File: config.mk
export PLATFORM = sky130hd
export DESIGN_NAME = ddr_cmd_seq
export DESIGN_NICKNAME = d
export VERILOG_FILES = /design/src/rtl/ddr_cmd_seq.sv
export SDC_FILE = /design/constraint.sdc
export NUM_CORES = 1
export LEC_CHECK = 0
export BUFFER_PORTS_ARGS = -buffer_cell sky130_fd_sc_hd__buf_4
export CAP_MARGIN = 20
export CORE_MARGIN = 8
export CORE_UTILIZATION = 35
export CTS_CLUSTER_DIAMETER = 60
export DETAILED_ROUTE_END_ITERATION = 10
export SLEW_MARGIN = 0
export SYNTH_ARGS = -nofsm -noshare
export SYNTH_HDL_FRONTEND = slang
export SYNTH_SLANG_ARGS = --single-unit
File: constraint.sdc
create_clock -name clk -period 11.6 [get_ports clk]
set_input_delay 0.58 -clock clk [delete_from_list [all_inputs] [get_ports clk]]
set_output_delay 0.58 -clock clk [all_outputs]
set_load 0.05 [all_outputs]
File: src/rtl/ddr_cmd_seq.sv
module ddr_cmd_seq #(
  parameter int DEPTH = 8,
  parameter int BA_W  = 3,
  parameter int AW    = 16
) (
  input  logic            clk,
  input  logic            rst_n,
  input  logic            wr_en,
  input  logic [31:0]     wr_data,
  input  logic            start,
  input  logic            done_clr,
  input  logic            err_clr,
  output logic            full,
  output logic            empty,
  output logic            done_irq,
  output logic            err_irq,
  output logic            cs_n,
  output logic            ras_n,
  output logic            cas_n,
  output logic            we_n,
  output logic            cke,
  output logic            reset_n,
  output logic [BA_W-1:0] ba,
  output logic [AW-1:0]   addr
);
  localparam int PW = (DEPTH > 1) ? $clog2(DEPTH) : 1;
  localparam int CW = 29;
  localparam logic [PW:0]   LVL_MAX  = (PW+1)'(DEPTH);
  localparam logic [PW-1:0] PTR_LAST = PW'(DEPTH-1);
  localparam logic [3:0]    P_DES    = 4'b1111;
  localparam logic [3:0]    P_NOP    = 4'b0111;

  logic [31:0]     mem [DEPTH];
  logic [PW-1:0]   wp, rp;
  logic [PW:0]     lvl;
  logic [CW-1:0]   wait_q;
  logic            busy_q, cke_q, rst_q, done_q, err_q;
  logic [3:0]      pins_q;
  logic [AW-1:0]   addr_q;
  logic [BA_W-1:0] ba_q;

  assign full  = (lvl == LVL_MAX);
  assign empty = (lvl == '0);

  wire        push = wr_en && !full;
  wire        pop  = start && !empty && (wait_q == '0);
  wire [31:0] head = mem[rp];

  always_ff @(posedge clk) begin
    if (push) mem[wp] <= wr_data;
  end

  always_ff @(posedge clk or negedge rst_n) begin
    if (!rst_n) begin
      wp  <= '0;
      rp  <= '0;
      lvl <= '0;
    end else begin
      if (push) wp <= (wp == PTR_LAST) ? '0 : wp + 1'b1;
      if (pop)  rp <= (rp == PTR_LAST) ? '0 : rp + 1'b1;
      case ({push, pop})
        2'b10:   lvl <= lvl + 1'b1;
        2'b01:   lvl <= lvl - 1'b1;
        default: lvl <= lvl;
      endcase
    end
  end

  logic [3:0]      d_pins;
  logic [AW-1:0]   d_addr;
  logic [BA_W-1:0] d_ba;
  logic [CW-1:0]   d_wait;
  logic            d_cke, d_rst, d_bad;

  always_comb begin
    d_pins = P_NOP;
    d_addr = '0;
    d_ba   = '0;
    d_wait = '0;
    d_cke  = 1'b0;
    d_rst  = 1'b0;
    d_bad  = 1'b0;
    if (!head[31]) begin
      d_pins = head[29] ? P_NOP : P_DES;
      d_cke  = head[30];
      d_wait = head[CW-1:0];
    end else begin
      case (head[31:27])
        5'b10000: begin d_pins = 4'b0010; d_addr = AW'(16'h0400); end
        5'b10001: begin
          d_pins = 4'b0000;
          d_ba   = BA_W'(head[17:16]);
          d_addr = AW'(head[15:0]);
        end
        5'b10010: d_pins = 4'b0001;
        5'b10110: d_rst  = 1'b1;
        5'b10111: begin d_pins = 4'b0110; d_addr = AW'(16'h0400); end
        default:  d_bad  = 1'b1;
      endcase
    end
  end

  always_ff @(posedge clk or negedge rst_n) begin
    if (!rst_n) begin
      pins_q <= P_DES;
      addr_q <= '0;
      ba_q   <= '0;
      wait_q <= '0;
      busy_q <= 1'b0;
      cke_q  <= 1'b0;
      rst_q  <= 1'b0;
      done_q <= 1'b0;
      err_q  <= 1'b0;
    end else begin
      if (pop) begin
        pins_q <= d_pins;
        addr_q <= d_addr;
        ba_q   <= d_ba;
        wait_q <= d_wait;
        busy_q <= 1'b1;
      end else if (wait_q != '0) begin
        wait_q <= wait_q - 1'b1;
      end else begin
        pins_q <= P_DES;
        addr_q <= '0;
        ba_q   <= '0;
        busy_q <= 1'b0;
      end
      cke_q  <= cke_q | (pop & d_cke);
      rst_q  <= rst_q | (pop & d_rst);
      err_q  <= (err_q & !err_clr) | (pop & d_bad);
      done_q <= (done_q & !done_clr) | (!pop && wait_q == '0 && busy_q && empty);
    end
  end

  assign {cs_n, ras_n, cas_n, we_n} = pins_q;
  assign addr     = addr_q;
  assign ba       = ba_q;
  assign cke      = cke_q;
  assign reset_n  = rst_q;
  assign done_irq = done_q;
  assign err_irq  = err_q;
endmodule

==> metrics <==
status finished clean; first-pass GRT wire length roughly 45,000 um; Reg clk slew, reported paths 0.06 ns; crit path capture type flop; pre-CTS setup slack between 7 and 8 ns; Die Ht 210 um; crit-path max FO 36; Sinks on Clock Net 322; Yosys warnings 0; CTS resizes 0; residual DRC count 0; Worst Hold Class in2async; switching part of the total between 20% and 30%; IO Count 67; cell leakage power 5.05 nW; Multi-input gate area 0.00369 mm^2; Worst Path Buf+Inv 1; Yosys reg bits around 320; setup TNS after final layout 0 ns; Post-layout nets 904; top routing layer used met4; Syn Area/Cell between 15 and 20 um^2; post-CTS setup buffer count 0; Filler cells between 3,000 and 4,000; Post-synth EDFFs 256; Crit Path Class reg2reg; Detailed Place HPWL 17,100 um; vias per cell 5.09; max cap viols 0; largest net degree at the start of global routing 67; final setup margin 7.87 ns; Final GP Congestion 0.793; normalized max-slew margin between 30% and 40%; area delta synth->final 17.0%; cell family with most CP delay multiplexers; # diodes 0; Antenna Nets Post-Route 0; fraction of layout cells with a size suffix above 1 27.0%; Comb pwr share 10.7%; number of global-route vias before repair approximately 7,300; CP Cell Sequence buf_4 -> mux4_2 -> mux2i_1 -> or3b_2 -> or3_1 -> o21ai_0; area of the die 0.0441 mm^2; Synth cell types 61; clock root buffer clkbuf_16; H-Tree Depth 2; Fin Clk Skew between 0.02 and 0.025 ns; detailed-routed wire length on met2 13,600 um; # port buffers 65; die width around 210 um; core area 0.0374 mm^2; Peak supply drop 0.121 mV; final worst path period need ~3.7 ns; clk_lat worst skew ~0.52 ns; Cell Area, Synth 0.0132 mm^2; Finish-stage setup viols 0; CTS max path bufs 3; Synth Net Count slightly above 800; Max Clk Rate roughly 0.27 GHz; Sw Pwr 0.710 mW; CTS tree yes; Slew Limit Fails 0; grt ovf 0; All-Layer GR Usage 13.4%; WL per Instance 21.2 um; Hold Buf Count CTS 0; Initial Util 35.2%; Met3 Wirelength approximately 1500 um; Register Area 0.00935 mm^2; Worst path slowest cell dfrtp_2; RSZ-0062 raised after global routing false; # rows 71; Worst Tran Pin Value 0.933 ns; PD cells 186 mW/mm^2; crit share post-route roughly 32%; crit path from rp[1]; r2r startpoint rp[1]; final wirelength 29,500 um; first drt pass iteration count 4; total CTS buffers 35; sequential share of the synthesized area 70.9%; vias 7,102; Hold Violations, Final 0; Main synth FF type edfxtp_1; async set-reset flop share out of synthesis 20.5%; Metal-1 WL 13,900 um; DRT iter0 DRCs roughly 430; register share of total power between 50% and 60%; internal power around 2.2 mW; initial antenna violation count 0; Cells after Synth between 700 and 800; CP arrival 4.08 ns; Req. time, crit path 11.95 ns; slowest stage delay, CP slightly above 0.9 ns; clock network power share ~38%; crit start category flop
[sequential cells by signal, summed over array words and instances (netlist names)]
register,count
addr,16
ba,2
busy_q,1
cke,1
done_irq,1
err_irq,1
lvl,4
mem,256
pins_q,4
reset_n,1
rp,3
wait_q,29
wp,3
[worst reg2reg max path, cell delays in order, from the launching register on]
cell and delay, ns:
dfrtp_2 0.93, buf_4 0.62, mux4_2 0.57, mux2i_1 0.48
or3b_2 0.23, or3_1 0.52, o21ai_0 0.22
[Yosys cell counts (11+ instances only)]
library cell | count | area, um^2
o21ai_0 | 42 | 210
a21oi_1 | 11 | 55.1
mux4_2 | 60 | 1350
nor3_1 | 18 | 90.1
dfrtp_1 | 62 | 1550
xor2_1 | 11 | 96.3
nand2_1 | 54 | 203
nor2_1 | 33 | 124
or3_1 | 14 | 87.6
edfxtp_1 | 256 | 7690
clkbuf_1 | 16 | 60.1
mux2i_1 | 32 | 320
[cell type report]
type                            count  area share (%)
Sequential cell                   322            60.7
Timing Repair Buffer               77            3.75
Clock buffer                       44            6.36
Clock inverter                     19           0.990
Inverter                            6           0.146
Tap cell                          511            4.15
Multi-Input combinational cell    415            23.9
[stage by stage]
step | hold slack [ns] | cells | area, um^2 | utilization (%) | power [mW]
after global routing | 0.241 | 1394 | 15400 | 41.2 | 2.98
after detailed placement | 0.471 | 1331 | 14300 | 38.2 | 1.82
after floorplan | 0.284 | 779 | 13200 | - | 1.68
after global placement | 0.462 | 1331 | 14300 | 38.2 | 1.81
after CTS | 0.212 | 1394 | 15400 | 41.2 | 2.90
final | 0.172 | 1394 | 15400 | 41.2 | 2.86
[layer usage]
metal / vias to the layer above / track usage (%)
met5: - / 0
met4: 0 / 3.67
met3: 45 / 2.38
met2: 165 / 20.9
met1: 3662 / 19.1
li1: 3230 / -
[power by group through the flow]
stage	logic [mW]	registers (mW)	clock network (mW)
floorplan	0.189	1.49	0
global placement	0.311	1.50	0
detailed placement	0.314	1.50	0
CTS	0.316	1.48	1.10
global route	0.340	1.50	1.14
finish	0.306	1.48	1.07
[logic make-up (layout without fill, tap and decap cells)]
family / count (synthesis) / after routing / share of synthesized area, %
AND/OR/NAND/NOR: 185 / 185 / 7.22
XOR/XNOR: 21 / 21 / 1.40
AO/OA/AOI/OAI: 100 / 100 / 4.86
flip-flops: 322 / 322 / 70.9
multiplexers: 99 / 99 / 13.3
buffers and inverters: 42 / 146 / 1.42
other: 1 / 1 / 0.0285
adder cells (fa/ha/maj): 9 / 9 / 0.855
[placed cells by master (no fill, tap or decap), types with 9 or more instances in the layout]
cell | synthesis | final
nor3_1 | 18 | 16
edfxtp_1 | 256 | 256
ha_1 | 9 | 9
xor2_1 | 11 | 11
a21oi_1 | 11 | 11
xnor2_1 | 10 | 10
clkinv_2 | 0 | 11
nand2_1 | 54 | 54
o21ai_0 | 42 | 42
mux4_2 | 60 | 60
clkbuf_16 | 0 | 36
buf_4 | 1 | 77
or3_1 | 14 | 14
dfrtp_1 | 62 | 59
mux2i_1 | 32 | 32
nor2b_1 | 10 | 10
nor4_1 | 10 | 9
nand3_1 | 10 | 10
nor2_1 | 33 | 32
[final timing paths]
kind	to	cells past startpoint	slack, ns
max	addr[8]	6	7.87
min	err_irq	1	0.17
max reg2reg	addr[8]	6	7.87
min reg2reg	wait_q[9]	1	0.49
max in group asynchronous	rp[0]	1	10.75
min in group clk	done_irq	2	0.25
(Power assumes the default switching activity.)
